### src/rtl/dcn_pkg.sv
// Package: dcn_pkg
// Shared defaults and lane enumeration for the Doppler DC notch filter.
// Assumes: consumers derive their index widths from these defaults via $clog2.
package dcn_pkg;
    localparam int DEF_DATA_W   = 16;
    localparam int DEF_DOP_BINS = 32;
    localparam int DEF_RNG_BINS = 64;
    localparam int DEF_CFG_W    = 6;
    localparam int NUM_LANES    = 2;

    typedef enum logic {
        LANE_I = 1'b0,
        LANE_Q = 1'b1
    } lane_e;
endpackage

### src/rtl/dcn_width_hold.sv
// Module: dcn_width_hold
// Captures the host notch width at each frame start and clamps it to DOP_BINS/2.
// Assumes: a frame starts on the valid sample tagged Doppler 0, range 0; the
// captured value also applies to that frame-start sample itself.
module dcn_width_hold #(
    parameter int DOP_BINS = 32,
    parameter int RNG_BINS = 64,
    parameter int CFG_W    = 6,
    localparam int DOP_W   = $clog2(DOP_BINS),
    localparam int RNG_W   = $clog2(RNG_BINS),
    localparam int CMP_W   = (CFG_W > DOP_W + 1) ? CFG_W : DOP_W + 1
) (
    input  logic             clk,
    input  logic             rst_n,
    input  logic             in_valid,
    input  logic [DOP_W-1:0] in_dop_bin,
    input  logic [RNG_W-1:0] in_rng_bin,
    input  logic [CFG_W-1:0] notch_width_cfg,
    output logic [CMP_W-1:0] eff_width
);
    localparam logic [CMP_W-1:0] HALF_V = CMP_W'(DOP_BINS / 2);

    logic             frame_start;
    logic [CMP_W-1:0] held_q;
    logic [CMP_W-1:0] cfg_clamped;
    logic [CMP_W-1:0] held_clamped;

    // Decode the frame-start sample.
    always_comb begin
        frame_start = in_valid && (in_dop_bin == '0) && (in_rng_bin == '0);
    end

    // Clamp both the fresh and the held value so that no index wraps.
    always_comb begin
        cfg_clamped  = (CMP_W'(notch_width_cfg) >= HALF_V) ? HALF_V : CMP_W'(notch_width_cfg);
        held_clamped = (held_q >= HALF_V) ? HALF_V : held_q;
    end

    // Hold the width for the rest of the frame.
    always_ff @(posedge clk) begin
        if (!rst_n) begin
            held_q <= '0;
        end else if (frame_start) begin
            held_q <= cfg_clamped;
        end
    end

    // The frame-start sample already uses the new width.
    always_comb begin
        eff_width = frame_start ? cfg_clamped : held_clamped;
    end
endmodule

### src/rtl/dcn_band_match.sv
// Module: dcn_band_match
// Decides whether a Doppler bin falls inside the wrapped notch band around DC.
// Assumes: width is already clamped to at most DOP_BINS/2; natural FFT order.
module dcn_band_match #(
    parameter int DOP_BINS = 32,
    parameter int CMP_W    = 6,
    localparam int DOP_W   = $clog2(DOP_BINS)
) (
    input  logic [DOP_W-1:0] dop_bin,
    input  logic [CMP_W-1:0] width,
    output logic             blank
);
    localparam logic [CMP_W-1:0] N_V    = CMP_W'(DOP_BINS);
    localparam logic [CMP_W-1:0] HALF_V = CMP_W'(DOP_BINS / 2);

    logic [CMP_W-1:0] bin_ext;
    logic [CMP_W-1:0] upper_edge;
    logic             in_low;
    logic             in_high;

    // Compare the bin against the positive and the wrapped negative edge.
    always_comb begin
        bin_ext    = CMP_W'(dop_bin);
        upper_edge = N_V - width;
        in_low     = (bin_ext <= width);
        in_high    = (bin_ext >= upper_edge);
        if (width == '0) begin
            blank = 1'b0;
        end else if (width >= HALF_V) begin
            blank = 1'b1;
        end else begin
            blank = in_low || in_high;
        end
    end
endmodule

### src/rtl/dcn_out_stage.sv
// Module: dcn_out_stage
// Single register stage that zeroes or forwards I/Q and forwards the bin tags.
// Assumes: one output per input valid; data and tags hold between valids.
module dcn_out_stage #(
    parameter int DATA_W = 16,
    parameter int DOP_W  = 5,
    parameter int RNG_W  = 6
) (
    input  logic                     clk,
    input  logic                     rst_n,
    input  logic                     in_valid,
    input  logic                     blank,
    input  logic signed [DATA_W-1:0] lane_in  [dcn_pkg::NUM_LANES],
    input  logic [DOP_W-1:0]         in_dop_bin,
    input  logic [RNG_W-1:0]         in_rng_bin,
    output logic                     out_valid,
    output logic signed [DATA_W-1:0] lane_out [dcn_pkg::NUM_LANES],
    output logic [DOP_W-1:0]         out_dop_bin,
    output logic [RNG_W-1:0]         out_rng_bin
);
    // Register the valid flag every cycle.
    always_ff @(posedge clk) begin
        if (!rst_n) begin
            out_valid <= 1'b0;
        end else begin
            out_valid <= in_valid;
        end
    end

    // Register the tags on each accepted sample.
    always_ff @(posedge clk) begin
        if (!rst_n) begin
            out_dop_bin <= '0;
            out_rng_bin <= '0;
        end else if (in_valid) begin
            out_dop_bin <= in_dop_bin;
            out_rng_bin <= in_rng_bin;
        end
    end

    for (genvar g = 0; g < dcn_pkg::NUM_LANES; g++) begin : g_lane
        // Register one data lane, zeroed when blanked.
        always_ff @(posedge clk) begin
            if (!rst_n) begin
                lane_out[g] <= '0;
            end else if (in_valid) begin
                lane_out[g] <= blank ? '0 : lane_in[g];
            end
        end
    end
endmodule

### src/rtl/dc_notch.sv
// Module: dc_notch
// Streaming Doppler DC notch: zeroes I/Q for bins within +/- width of DC,
// passes all other samples unchanged, and keeps the count and ordering of samples.
// Assumes: width is taken at frame start (Doppler 0, range 0); latency is one clock.
module dc_notch #(
    parameter int DATA_W   = dcn_pkg::DEF_DATA_W,
    parameter int DOP_BINS = dcn_pkg::DEF_DOP_BINS,
    parameter int RNG_BINS = dcn_pkg::DEF_RNG_BINS,
    parameter int CFG_W    = dcn_pkg::DEF_CFG_W,
    localparam int DOP_W   = $clog2(DOP_BINS),
    localparam int RNG_W   = $clog2(RNG_BINS),
    localparam int CMP_W   = (CFG_W > DOP_W + 1) ? CFG_W : DOP_W + 1
) (
    input  logic                     clk,
    input  logic                     rst_n,
    input  logic [CFG_W-1:0]         notch_width_cfg,
    input  logic                     in_valid,
    input  logic signed [DATA_W-1:0] in_i,
    input  logic signed [DATA_W-1:0] in_q,
    input  logic [DOP_W-1:0]         in_dop_bin,
    input  logic [RNG_W-1:0]         in_rng_bin,
    output logic                     out_valid,
    output logic signed [DATA_W-1:0] out_i,
    output logic signed [DATA_W-1:0] out_q,
    output logic [DOP_W-1:0]         out_dop_bin,
    output logic [RNG_W-1:0]         out_rng_bin
);
    logic [CMP_W-1:0]         eff_width;
    logic                     blank;
    logic signed [DATA_W-1:0] lanes_in  [dcn_pkg::NUM_LANES];
    logic signed [DATA_W-1:0] lanes_out [dcn_pkg::NUM_LANES];

    // Gather the I and Q inputs into lanes.
    always_comb begin
        lanes_in[dcn_pkg::LANE_I] = in_i;
        lanes_in[dcn_pkg::LANE_Q] = in_q;
    end

    dcn_width_hold #(
        .DOP_BINS (DOP_BINS),
        .RNG_BINS (RNG_BINS),
        .CFG_W    (CFG_W)
    ) u_width (
        .clk             (clk),
        .rst_n           (rst_n),
        .in_valid        (in_valid),
        .in_dop_bin      (in_dop_bin),
        .in_rng_bin      (in_rng_bin),
        .notch_width_cfg (notch_width_cfg),
        .eff_width       (eff_width)
    );

    dcn_band_match #(
        .DOP_BINS (DOP_BINS),
        .CMP_W    (CMP_W)
    ) u_match (
        .dop_bin (in_dop_bin),
        .width   (eff_width),
        .blank   (blank)
    );

    dcn_out_stage #(
        .DATA_W (DATA_W),
        .DOP_W  (DOP_W),
        .RNG_W  (RNG_W)
    ) u_out (
        .clk         (clk),
        .rst_n       (rst_n),
        .in_valid    (in_valid),
        .blank       (blank),
        .lane_in     (lanes_in),
        .in_dop_bin  (in_dop_bin),
        .in_rng_bin  (in_rng_bin),
        .out_valid   (out_valid),
        .lane_out    (lanes_out),
        .out_dop_bin (out_dop_bin),
        .out_rng_bin (out_rng_bin)
    );

    // Split the output lanes back into I and Q.
    always_comb begin
        out_i = lanes_out[dcn_pkg::LANE_I];
        out_q = lanes_out[dcn_pkg::LANE_Q];
    end
endmodule

### config.mk
export PLATFORM = sky130hd
export DESIGN_NAME = dc_notch
export DESIGN_NICKNAME = d
export VERILOG_FILES = /design/src/rtl/dcn_pkg.sv /design/src/rtl/dcn_width_hold.sv /design/src/rtl/dcn_band_match.sv /design/src/rtl/dcn_out_stage.sv /design/src/rtl/dc_notch.sv
export SDC_FILE = /design/constraint.sdc
export NUM_CORES = 1
export LEC_CHECK = 0
export BUFFER_PORTS_ARGS = -buffer_cell sky130_fd_sc_hd__buf_2
export CAP_MARGIN = 0
export CORE_UTILIZATION = 57
export CTS_BUF_LIST = sky130_fd_sc_hd__clkbuf_2
export DETAILED_ROUTE_END_ITERATION = 10
export HOLD_SLACK_MARGIN = 0.06
export PLACE_DENSITY = 0.88
export SLEW_MARGIN = 20
export SYNTH_ARGS = -nofsm -noshare
export SYNTH_HDL_FRONTEND = slang
export SYNTH_SLANG_ARGS = --single-unit
### constraint.sdc
create_clock -name clk -period 6.65 [get_ports clk]
set_clock_uncertainty 0.15 [all_clocks]
set_input_delay 0.9975 -clock clk [delete_from_list [all_inputs] [get_ports clk]]
set_output_delay 0.9975 -clock clk [all_outputs]
set_load 0.02 [all_outputs]
# Word level (Yosys, flattened, before mapping)
# Index checks and enable logic that the tools add are counted.
[word_totals]
ff_bits = 50
output_inout_bits = 44
[op_classes]
n_addsub = 1
magnitude_cmp = 5
n_mux = 7
n_reduce_logical = 6
[ops]
columns = ["operator", "count"]
rows = [
  ["$mux W16", 2],
  ["$ge A6 B5 Y1 const B", 3],
  ["$mux W6", 3],
  ["$logic_not A6 Y1", 2],
  ["$ge A5 B6 Y1", 1],
  ["$le A5 B6 Y1", 1],
  ["$sub A6 B6 Y6 const A", 1],
  ["$logic_not A5 Y1", 1],
  ["$logic_and A1 B1 Y1", 2],
  ["$mux W1", 2],
  ["$logic_or A1 B1 Y1", 1],
]

# Depth between registers and ports, before layout
# Gate-level depths: netlist of run 1.
[depth]
word_depth = 10
mapped_depth = 15
depth_no_buf = 13

# Modules after synthesis
# Synthesis of run 1 repeated with hierarchy kept, for this count alone.
[unflattened]
hier_cells = 264
area_unflattened_um2 = 2337.2
[by_module_without_submodules]
columns = ["mod", "instances", "cells_each", "area_per_inst_um2", "seq_area_each_um2"]
rows = [
  ["dcn_out_stage", 1, 180, 1701.6, 880.8],
  ["dcn_width_hold", 1, 46, 332.8, 120.1],
  ["dcn_band_match", 1, 38, 302.8, 0.0],
]

# Least setup slack after synthesis of run 1
# Ideal clock, no wire load.
[synth_timing]
path_kind = "input -> register"
startpoint = "in in_dop_bin[0]"
endpoint = "reg u_out.lane_out[0] (netlist bit)"
arrival_time_ns = 3.434
slack_ns = 2.987
stages = 15
path_cell_list = "nor4b_4 -> and4_1 -> buf_2 -> nand2_1 -> nand2_1 -> inv_1 -> ha_1 -> nand2_1 -> xor2_1 -> ha_1 -> a21o_1 -> a31oi_1 -> a22oi_4 -> buf_4 -> o211ai_1"
[synth_between]
elab_chain_len = 10
word_cells_on_any_way = 13
[synth_rtl]
columns = ["item", "line_no", "text"]
rows = [
  ["start, declared", "dc_notch.sv:20", "input logic [DOP_W-1:0] in_dop_bin,"],
  ["$logic_not A5 Y1", "dcn_width_hold.sv:30", "frame_start = in_valid && (in_dop_bin == '0) && (in_rng_bin == '0);"],
  ["$logic_and A1 B1 Y1 (2 in a row)", "dcn_width_hold.sv:30", ""],
  ["$mux W6", "dcn_width_hold.sv:50", "eff_width = frame_start ? cfg_clamped : held_clamped;"],
  ["$sub A6 B6 Y6", "dcn_band_match.sv:24", "upper_edge = N_V - width;"],
  ["$ge A5 B6 Y1", "dcn_band_match.sv:26", "in_high = (bin_ext >= upper_edge);"],
  ["$logic_or A1 B1 Y1", "dcn_band_match.sv:32", "blank = in_low || in_high;"],
  ["$mux W1", "dcn_band_match.sv:29", "end else if (width >= HALF_V) begin"],
  ["$mux W1 *", "dcn_band_match.sv:27", "if (width == '0) begin"],
  ["$mux W16 *", "dcn_out_stage.sv:47", "lane_out[g] <= blank ? '0 : lane_in[g];"],
  ["end signal, assigned by index", "dcn_out_stage.sv:47", ""],
  ["end, declared", "dcn_out_stage.sv:17", "output logic signed [DATA_W-1:0] lane_out [dcn_pkg::NUM_LANES],"],
]
# Mark *: on every way between the ends. The rest lies on a longest branch, timed or not.
# A chain may end at the register's enable or synchronous reset.

# Worst setup path in the final report of run 1
[layout_timing]
startpoint = "in in_valid"
endpoint = "reg u_out.lane_out[5] (netlist bit)"
[layout_between]
elab_chain_len = 9
word_cells_on_any_way = 12
[layout_rtl]
columns = ["item", "line_no", "text"]
rows = [
  ["start, declared", "dc_notch.sv:17", "input logic in_valid,"],
  ["$logic_and A1 B1 Y1 (2 in a row)", "dcn_width_hold.sv:30", ""],
  ["$mux W6", "dcn_width_hold.sv:50", ""],
  ["$sub A6 B6 Y6", "dcn_band_match.sv:24", ""],
  ["$ge A5 B6 Y1", "dcn_band_match.sv:26", ""],
  ["$logic_or A1 B1 Y1", "dcn_band_match.sv:32", ""],
  ["$mux W1", "dcn_band_match.sv:29", ""],
  ["$mux W1", "dcn_band_match.sv:27", ""],
  ["$mux W16", "dcn_out_stage.sv:47", ""],
]
# Parallel ways exist; a longest one is shown, timed or not.

==> run summary, run 1 <==
Clock Power Share: 20.4%
Final Hold Fails: 0
Final setup violation count: 0
Area of the mapped netlist: 2930 sq um
Worst reg2reg setup slack: 3.18 ns
Sw Ratio: 32.7%
CP max FO: 32
CP Capture Type: register
Final Critical Period: 4.23 ns
Worst Setup Start Kind: input pin
Die Wd: 73.7 um
Worst R2R Path Depth: 12
Fmax: 237 MHz
Final Max Slew Viols: 0
Effective utilization at floorplan: 60.8%
CP required: 6.78 ns
Cell Count, Final, Fillers Out: 509
Fin area: 3460 sq um
Post-synth EDFFs: 0
Final worst setup slack: 2.42 ns
CTS Hold Buffers Added: 0
Post-synthesis cell type count: 39
Stages on worst setup path: 14
Aggregate global-route resource usage: 26.7%
Sequential Power Share: 54.8%
Core area: 4820 sq um
Crit path cell chain: buf_2 > nor4b_4 > and4_1 > nand2_1 > nand2_1 > inv_1 > ha_1 > xnor2_1 > ha_1 > nand2_1 > o21ai_0 > a31oi_1 > a22oi_4 > o211ai_1
Worst slew pin tran: 0.865 ns
Synthesized netlist cell count: 366
Worst IR drop on VDD: 122 uV
Power, Total: 608 uW
Pint: 409 uW
Synth top area cells: dfxtp_1, nand2_1, a211oi_1
Crit share post-route: 63.6%
Synth top cells by count: nand2_1, dfxtp_1, inv_1, nand4_1
CTS tree: done
RSZ-0062 raised after global routing: no
Post-CTS resize count: 0
Mean number of vias per cell: 5.69
CP startpoint: in_valid
Cell Area, Placed: 3410 sq um
RR Endpoint: u_out.lane_out[5]
Sinks on Clock Net: 50
Pin count of the biggest net entering global routing: 65
Die Span Y: 73.7 um
Layout cells sized above 1: 27.6%
H-tree depth: 2
Pwr dens: 176 nW/um^2
First-pass GRT wire length: 11500 um
Clock Tree Buf Depth: 2
Worst skew pair latency: 0.43 ns
Worst path top cell family by delay: compound AO/OA/AOI/OAI gates
Slowest-stage cell, CP: a22oi_4
Vias in the first global route: 2626
CTS Buf Count: 5
Setup TNS: 0 ns
DRT Wirelength: 7020 um
Crit path buffers/inverters: 2
Final core occ: 71.8%
Critical Path Most Common Cell: nand2_1
Post-DRT Antenna Nets: 0
Hold_ws: 0.334 ns
Crit Path Category: input pin to register
Layout Area Growth over Synthesis: 18.2%
Cell taking the most area after synthesis: dfxtp_1
CP max stage delay: 0.69 ns
Hold Crit Class: register to register
Mapped Nets: 428
Antenna violations before repair: 0
Final nets: 503
Lkg Pwr: 1.56 nW
Switch Pwr: 199 uW
Combinational share of power: 24.8%
Wire length per cell: 13.8 um
Top-area cell type share of the netlist area: 34.2%
Gp weighted congestion: 0.847
1st-iter DRT viols: 267
Top-count cell post-synth: nand2_1
Yosys warns: 0
DP Worst Slack: 2.01 ns
Post-synthesis sequential area ratio: 34.2%
Ys async rst share: 0%
Cell total after placement: 501
Fillcell total: 412
Ant diodes: 0
Clock root cell: clkbuf_2
Setup bufs post-CTS: 0
Critical Path AT: 4.35 ns
Pre-antenna DRT Iters: 4
Slew HR: 42.3%
Drc violations: 0
Mean post-synth cell area: 8.00 sq um
Worst setup endpoint: u_out.lane_out[5]
Outcome: complete, no violations
CTS clock-pin slew for the worst setup and hold paths: 0.21 ns
Ys flop type: dfxtp_1
Grt ovf: 0
Cell row count: 25
HPWL after detailed placement: 4810 um
Critical R2R Launch: u_width.held_q[4]
PortBufs: 95
Top Ports: 96
Synth Register Bits: 50
Max-cap violations: 0
Die area: 5430 sq um
Vias: 2894
layout by cell type (no fill, tap or decap), drive strengths merged, types with 3 or more instances in the layout:
cell type	instances
ha	10
o21ai	4
o211ai	32
nor2b	17
a22oi	7
clkbuf	6
nand4	33
inv	35
mux2i	11
a211oi	32
nand2	72
dfxtp	50
nor2	5
clkinv	3
buf	100
worst reg2reg max path, stage by stage (launching register included):
cell and delay (ns):
dfxtp_1 0.40, a311oi_2 0.58, nand2_1 0.13, nand2_1 0.11, inv_1 0.05, ha_1 0.25, xnor2_1 0.15, ha_1 0.30
nand2_1 0.05, o21ai_0 0.13, a31oi_1 0.14, a22oi_4 0.69, o211ai_1 0.20
cell type report:
cell class / count / area, sq um / share of cell area (%)
Clock buffer: 6 / 30.0 / 0.868
Clock inverter: 2 / 13.8 / 0.398
Inverter: 36 / 135 / 3.91
Multi-Input combinational cell: 248 / 1680 / 48.6
Sequential cell: 50 / 1000 / 28.9
Tap cell: 67 / 83.8 / 2.42
Timing Repair Buffer: 100 / 513 / 14.8
how the worst min path moves through the flow:
stage	start	to	slack, ns	depth (start not counted)
global placement	u_out.lane_out[24]	u_out.lane_out[24]	0.30	2
global route	u_out.lane_out[1]	u_out.lane_out[1]	0.36	2
finish	u_out.lane_out[0]	u_out.lane_out[0]	0.33	2
floorplan	u_width.held_q[0]	u_width.held_q[0]	0.29	2
detailed placement	u_out.lane_out[25]	u_out.lane_out[25]	0.30	2
CTS	u_width.held_q[0]	u_width.held_q[0]	0.34	2
flip-flops by register name, summed over array words and instances (netlist names):
signal,count
u_out.out_rng_bin,6
u_out.lane_out,32
u_width.held_q,6
u_out.out_dop_bin,5
u_out.out_valid,1
power groups by stage:
stage	registers (mW)	logic, mW	clock network (mW)
floorplan	0.366	0.0664	0
global placement	0.338	0.147	0
detailed placement	0.339	0.151	0
CTS	0.334	0.152	0.127
global route	0.336	0.167	0.140
finish	0.334	0.151	0.124
per-layer routing:
| layer | track usage (%) | wire length, um |
|---|---|---|
| met5 | 0 | 0 |
| met4 | 9.19 | 87 |
| met3 | 3.98 | 486 |
| met2 | 48.6 | 3530 |
| met1 | 31.7 | 2920 |
cell families after synthesis:
logic type	synth area share, %
flops	34.2
fa+ha+maj	4.27
xor+xnor	0.898
buf+inv	9.44
simple gates	24.5
compound gates	22.4
mux	4.27
Power figures use the tool's default switching activity.
==> inputs of run 2 (changes only) <==
--- a/config.mk
+++ b/config.mk
@@ -7,11 +7,11 @@
 export LEC_CHECK = 0
 export BUFFER_PORTS_ARGS = -buffer_cell sky130_fd_sc_hd__buf_2
 export CAP_MARGIN = 0
-export CORE_UTILIZATION = 57
+export CORE_UTILIZATION = 47
 export CTS_BUF_LIST = sky130_fd_sc_hd__clkbuf_2
 export DETAILED_ROUTE_END_ITERATION = 10
 export HOLD_SLACK_MARGIN = 0.06
-export PLACE_DENSITY = 0.88
+export PLACE_DENSITY = 0.78
 export SLEW_MARGIN = 20
 export SYNTH_ARGS = -nofsm -noshare
 export SYNTH_HDL_FRONTEND = slang
==> constraint.sdc (replaced) <==
create_clock -name clk -period 3.68 [get_ports clk]
set_clock_uncertainty 0.15 [all_clocks]
set_input_delay 0.552 -clock clk [delete_from_list [all_inputs] [get_ports clk]]
set_output_delay 0.552 -clock clk [all_outputs]
set_load 0.02 [all_outputs]
==> run 2 against run 1 <==
  * Critical path depth fell by 1
  * Sequential share of layout area is 0.90 points lower
  * Die area rose by 21%
  * Utilization decreased by 12 points
  * Combinational power increased by 86%
  * First-iteration DRC count is 34% lower
  * Via count about the same
  * Wire length increased by 3.1%
  * Non-clock buffer count rose by 13
  * Critical endpoint is now u_out.lane_out[31]
  * Largest cell class unchanged
  * Highest routed layer unchanged
==> run summary, run 2 (synthesis gave the netlist of run 1 again) <==
Core area: 5960 sq um (+24%)
Max-cap violations: 0 (unchanged)
CTS clock-pin slew for the worst setup and hold paths: 0.28 ns (+0.07 ns)
Crit path cell chain: buf_2 > nor4_4 > a311oi_2 > a22oi_1 > ha_1 > buf_4 > nand2_1 > xor2_1 > ha_1 > a21o_1 > a31oi_1 > a22oi_4 > o211ai_1
Commonest non-fill, non-tap cell in the layout: buf_2
H-tree depth: 2 (unchanged)
Lkg Pwr: 1.62 nW (+3.7%)
Cell row count: 28 (+12%)
Fillcell total: 548 (+33%)
Worst reg2reg setup slack: 0.49 ns (-2.69 ns)
Worst Hold Endpoint: u_out.lane_out[22]
Die Span Y: 80.9 um (+9.8%)
Fmax: 298 MHz
Pwr dens: 310 nW/um^2 (+76%)
Ant diodes: 0 (unchanged)
Grt ovf: 0 (unchanged)
Slew HR: 42.5% (+0.14 points)
Setup bufs post-CTS: 0 (unchanged)
Crit Path Category: input pin to register
Final setup violation count: 0 (unchanged)
Sinks on Clock Net: 50 (unchanged)
Worst R2R Path Depth: 10 (-2)
Gp weighted congestion: 0.825 (-2.6%)
Worst skew pair latency: 0.42 ns (about the same)
Largest Register: u_out.lane_out
Layout cells sized above 1: 29.5% (+1.8 points)
Slowest-stage cell, CP: a22oi_4
Die Wd: 80.9 um (+9.8%)
Clock root cell: clkbuf_2
PortBufs: 95 (unchanged)
Die area: 6550 sq um (+21%)
CTS Hold Buffers Added: 0 (unchanged)
Hold_ws: 0.186 ns (-0.148 ns)
Critical Path Most Common Cell: ha_1
Most frequent cells in the layout: buf_2, nand2_1, dfxtp_1
Final nets: 516 (+2.6%)
Layout Area Growth over Synthesis: 22.0%
HPWL after detailed placement: 5050 um (+4.8%)
CTS tree: done
WHS Path Cells: 3 (+1)
Vias in the first global route: 2583 (-1.6%)
First-pass GRT wire length: 11800 um (+2.6%)
Post-CTS resize count: 0 (unchanged)
Worst Setup Start Kind: input pin
Largest registers: u_out.lane_out x32, u_out.out_rng_bin x6, u_width.held_q x6
RSZ-0062 raised after global routing: no
Final Max Slew Viols: 0 (unchanged)
Vias: 2893 (-0.035%)
Critical Path AT: 3.50 ns (-0.85 ns)
Final Critical Period: 3.35 ns
Worst IR drop on VDD: 199 uV (+63%)
CP max stage delay: 0.69 ns (about the same)
Pre-antenna DRT Iters: 4 (unchanged)
HP Start: in_i[6]
Aggregate global-route resource usage: 22.5% (-4.2 points)
Crit share post-route: 91.2%
Critical R2R Launch: u_width.held_q[4]
Max FFs per register: 32 (unchanged)
Mean number of vias per cell: 5.46 (-4.0%)
CP Capture Type: register
CP max FO: 32 (unchanged)
DRT Wirelength: 7240 um (+3.1%)
Final Hold Fails: 0 (unchanged)
Antenna violations before repair: 0 (unchanged)
Effective utilization at floorplan: 49.2% (-12 points)
Final core occ: 60.0% (-12 points)
1st-iter DRT viols: 175 (-34%)
Top Ports: 96 (unchanged)
Pin count of the biggest net entering global routing: 51 (-22%)
Drc violations: 0 (unchanged)
Post-DRT Antenna Nets: 0 (unchanged)
CTS Buf Count: 5 (unchanged)
CP required: 3.83 ns (-2.95 ns)
Hold Crit Class: input pin to register
Wire length per cell: 13.7 um (-0.99%)
Worst slew pin tran: 0.863 ns (-0.00206 ns)
RR Endpoint: u_out.lane_out[31]
Outcome: complete, no violations
Clock Tree Buf Depth: 2 (unchanged)
==> run 2: cell types whose count changed in the layout (fill, tap and decap cells not counted) <==
cell and delta:
buf_12 +1, buf_4 +12, clkbuf_2 -1, clkinv_1 +1, clkinv_4 -1, clkinvlp_4 +1
o21a_2 +1, o21a_4 -1
==> run 2: power by group <==
group	total [mW]	switching (mW)	leakage, nW	internal, mW
clock network	0.223	0.180	0.0264	0.0433
logic	0.281	0.168	1.18	0.112
registers	0.603	0.0192	0.414	0.583
total	1.11	0.367	1.62	0.739
==> run 2: cell type report <==
class                      count  area (sq um)  share of cell area, %
clock inverter                 3          16.3                  0.456
inverter                      36           135                   3.78
timing repair buffer         113           623                   17.4
clock buffer                   5          25.0                  0.701
sequential                    50          1000                   28.0
multi-input combinational    248          1680                   47.0
tap                           75          93.8                   2.63
==> run 2: per-layer routing <==
| layer | wire, um | part of all wire (%) | vias up | global-route usage (%) |
|---|---|---|---|---|
| met4 | 108 | 1.5 | 0 | 7.14 |
| li1 | - | - | 1480 | - |
| met1 | 3320 | 46 | 1314 | 30.0 |
| met5 | 0 | 0 | - | 0 |
| met2 | 3450 | 48 | 87 | 36.6 |
| met3 | 361 | 5.0 | 12 | 4.16 |
==> run 2: worst max path at each step <==
stage | from | end | slack [ns] | depth (start not counted)
6_report | in_rng_bin[5] | u_out.lane_out[31] | 0.33 | 13
2_1_floorplan | in_dop_bin[0] | u_out.lane_out[0] | 0.46 | 15
5_1_grt | in_rng_bin[5] | u_out.lane_out[31] | 0.1 | 13
3_3_place_gp | in_rng_bin[5] | u_out.lane_out[19] | -0.06 | 13
3_5_place_dp | in_rng_bin[5] | u_out.lane_out[0] | -0.16 | 13
4_1_cts | in_rng_bin[5] | u_out.lane_out[31] | 0.32 | 13
==> run 2: stage by stage <==
stage          TNS, ns  setup slack, ns  total power [mW]  instance area [sq um]  cells
3_5_place_dp     -4.54           -0.160             0.895                   3530    522
4_1_cts              0            0.325              1.11                   3570    530
5_1_grt              0           0.0963              1.17                   3570    530
2_1_floorplan        0            0.462             0.782                   2930    366
6_report             0            0.325              1.11                   3570    530
3_3_place_gp     -1.91          -0.0615             0.888                   3530    522
==> run 2: critical path: cells and delay by family <==
| kind | cells | cell delay (ns) |
|---|---|---|
| AO/OA/AOI/OAI | 6 | 1.58 |
| XOR/XNOR | 1 | 0.14 |
| adder cells (fa/ha/maj) | 2 | 0.54 |
| buffers and inverters | 2 | 0.25 |
| AND/OR/NAND/NOR | 2 | 0.42 |
==> inputs of run 3 (changes only) <==
--- a/config.mk
+++ b/config.mk
@@ -7,11 +7,11 @@
 export LEC_CHECK = 0
 export BUFFER_PORTS_ARGS = -buffer_cell sky130_fd_sc_hd__buf_2
 export CAP_MARGIN = 0
-export CORE_UTILIZATION = 47
+export CORE_UTILIZATION = 53
 export CTS_BUF_LIST = sky130_fd_sc_hd__clkbuf_2
 export DETAILED_ROUTE_END_ITERATION = 10
 export HOLD_SLACK_MARGIN = 0.06
-export PLACE_DENSITY = 0.78
+export PLACE_DENSITY = 0.83
 export SLEW_MARGIN = 20
 export SYNTH_ARGS = -nofsm -noshare
 export SYNTH_HDL_FRONTEND = slang
==> constraint.sdc (replaced) <==
create_clock -name clk -period 3.3 [get_ports clk]
set_clock_uncertainty 0.15 [all_clocks]
set_input_delay 0.495 -clock clk [delete_from_list [all_inputs] [get_ports clk]]
set_output_delay 0.495 -clock clk [all_outputs]
set_load 0.02 [all_outputs]
==> run 3 against run 2 <==
  * Clock-buffer cell count is 2 higher
  * Critical path type unchanged
  * Via count is 3.0% higher
  * First-iteration DRC count is 30% higher
  * Cell area is 2.7% higher
  * Non-clock buffer count is 11 higher
  * Worst setup slack worse by 0.052 ns
==> run summary, run 3 (synthesis gave the netlist of run 1 again) <==
Top Ports: 96 (unchanged)
Max FFs per register: 32 (unchanged)
Worst IR drop on VDD: 251 uV (+26%)
PortBufs: 95 (unchanged)
Setup bufs post-CTS: 0 (unchanged)
Lkg Pwr: 1.68 nW (+3.8%)
CTS clock-pin slew for the worst setup and hold paths: 0.23 ns (-0.05 ns)
Final Max Slew Viols: 0 (unchanged)
RSZ-0062 raised after global routing: no
Cell row count: 26 (-7.1%)
Aggregate global-route resource usage: 25.7% (+3.2 points)
Slew HR: 41.9% (-0.61 points)
Die Span Y: 76.3 um (-5.7%)
1st-iter DRT viols: 227 (+30%)
Largest Register: u_out.lane_out
Drc violations: 0 (unchanged)
Ant diodes: 0 (unchanged)
CP required: 3.49 ns (-0.34 ns)
Pin count of the biggest net entering global routing: 58 (+14%)
Gp weighted congestion: 0.841 (+1.9%)
Vias: 2981 (+3.0%)
Fmax: 330 MHz
CP max FO: 25 (-22%)
Post-CTS resize count: 0 (unchanged)
Cell Area, Placed: 3630 sq um (+2.9%)
Die area: 5830 sq um (-11%)
Critical Path AT: 3.22 ns (-0.28 ns)
Sinks on Clock Net: 50 (unchanged)
Outcome: complete, no violations
Post-DRT Antenna Nets: 0 (unchanged)
Hold_ws: 0.145 ns (-0.0408 ns)
H-tree depth: 2 (unchanged)
Crit path cell chain: buf_2 > nor4_4 > a311oi_2 > or2_1 > ha_1 > nor2_2 > a21oi_1 > a22oi_4 > buf_12 > o211ai_1
Max-cap violations: 0 (unchanged)
Largest registers: u_out.lane_out x32, u_out.out_rng_bin x6, u_width.held_q x6
DRT Wirelength: 7120 um (-1.7%)
CTS Hold Buffers Added: 0 (unchanged)
Power, Total: 1.23 mW (+11%)
Core area: 5200 sq um (-13%)
Worst skew pair latency: 0.42 ns (about the same)
Pwr dens: 335 nW/um^2 (+8.0%)
Layout Area Growth over Synthesis: 25.2%
Crit share post-route: 91.7%
Layout cells sized above 1: 31.2% (+1.7 points)
Die Wd: 76.3 um (-5.7%)
Pre-antenna DRT Iters: 5 (+1)
CP Capture Type: register
Worst reg2reg setup slack: 0.32 ns (-0.17 ns)
Most frequent cells in the layout: buf_2, nand2_1, dfxtp_1
Effective utilization at floorplan: 56.3% (+7.1 points)
Worst slew pin tran: 0.871 ns (+0.00820 ns)
Vias in the first global route: 2851 (+10%)
Clock root cell: clkbuf_2
Slowest-stage cell, CP: nor2_2
First-pass GRT wire length: 12300 um (+4.5%)
Final Hold Fails: 0 (unchanged)
Grt ovf: 0 (unchanged)
Commonest non-fill, non-tap cell in the layout: buf_2
Antenna violations before repair: 0 (unchanged)
HPWL after detailed placement: 5190 um (+2.9%)
Hold Crit Class: input pin to register
Fin area: 3670 sq um (+2.7%)
CTS tree: done
Final nets: 527 (+2.1%)
Final Critical Period: 3.03 ns
Final setup violation count: 0 (unchanged)
Setup TNS: 0 ns (unchanged)
CTS Buf Count: 5 (unchanged)
Worst Setup Start Kind: input pin
Wire length per cell: 13.3 um (-2.6%)
CP max stage delay: 0.69 ns (about the same)
Clock Tree Buf Depth: 2 (unchanged)
Crit Path Category: input pin to register
Mean number of vias per cell: 5.57 (+2.1%)
run 3: cell types whose count changed in the layout (fill, tap and decap cells not counted):
cell / delta
buf_12: +2
buf_4: +9
clkbuf_2: +2
clkinv_2: -1
clkinv_1: -1
clkinvlp_4: -1
run 3: metal layers:
layer | track usage [%] | wire, um | up-vias
li1 | - | - | 1507
met1 | 30.2 | 3110 | 1358
met2 | 46.3 | 3530 | 108
met3 | 4.43 | 385 | 8
met4 | 9.42 | 88 | 0
met5 | 0 | 0 | -
run 3: worst paths after layout:
kind,startpoint,endpoint,depth (start not counted)
setup / recovery,in_rng_bin[5],u_out.lane_out[16],10
hold / removal,in_i[15],u_out.lane_out[31],3
setup reg to reg,u_width.held_q[4],u_out.lane_out[16],9
hold reg to reg,u_out.lane_out[5],u_out.lane_out[5],2
run 3: where the power goes:
group | switching, mW | leakage, nW | internal (mW) | total, mW
registers | 0.0209 | 0.414 | 0.650 | 0.671
logic | 0.189 | 1.24 | 0.130 | 0.318
clock network | 0.183 | 0.0291 | 0.0550 | 0.238
total | 0.392 | 1.68 | 0.835 | 1.23
run 3: final cells by class:
class	instances	area [sq um]
Clock buffer	7	35.0
Timing Repair Buffer	124	731
Multi-Input combinational cell	248	1680
Tap cell	70	87.6
Inverter	36	135
Sequential cell	50	1000
Fill cell	430	1540
run 3: per-stage QoR:
step                worst slack (ns)  utilization [%]  cells
finish                         0.273             70.4    535
global route                  0.0666             70.4    535
CTS                            0.251             70.4    535
detailed placement            -0.235             69.8    528
global placement              -0.107             69.8    528
floorplan                      0.139                -    366
run 3: critical path, delay by kind of cell:
kind	cells	cell delay, ns
AO/OA/AOI/OAI	4	0.85
adder cells (fa/ha/maj)	1	0.21
buffers and inverters	2	0.29
AND/OR/NAND/NOR	3	1.36
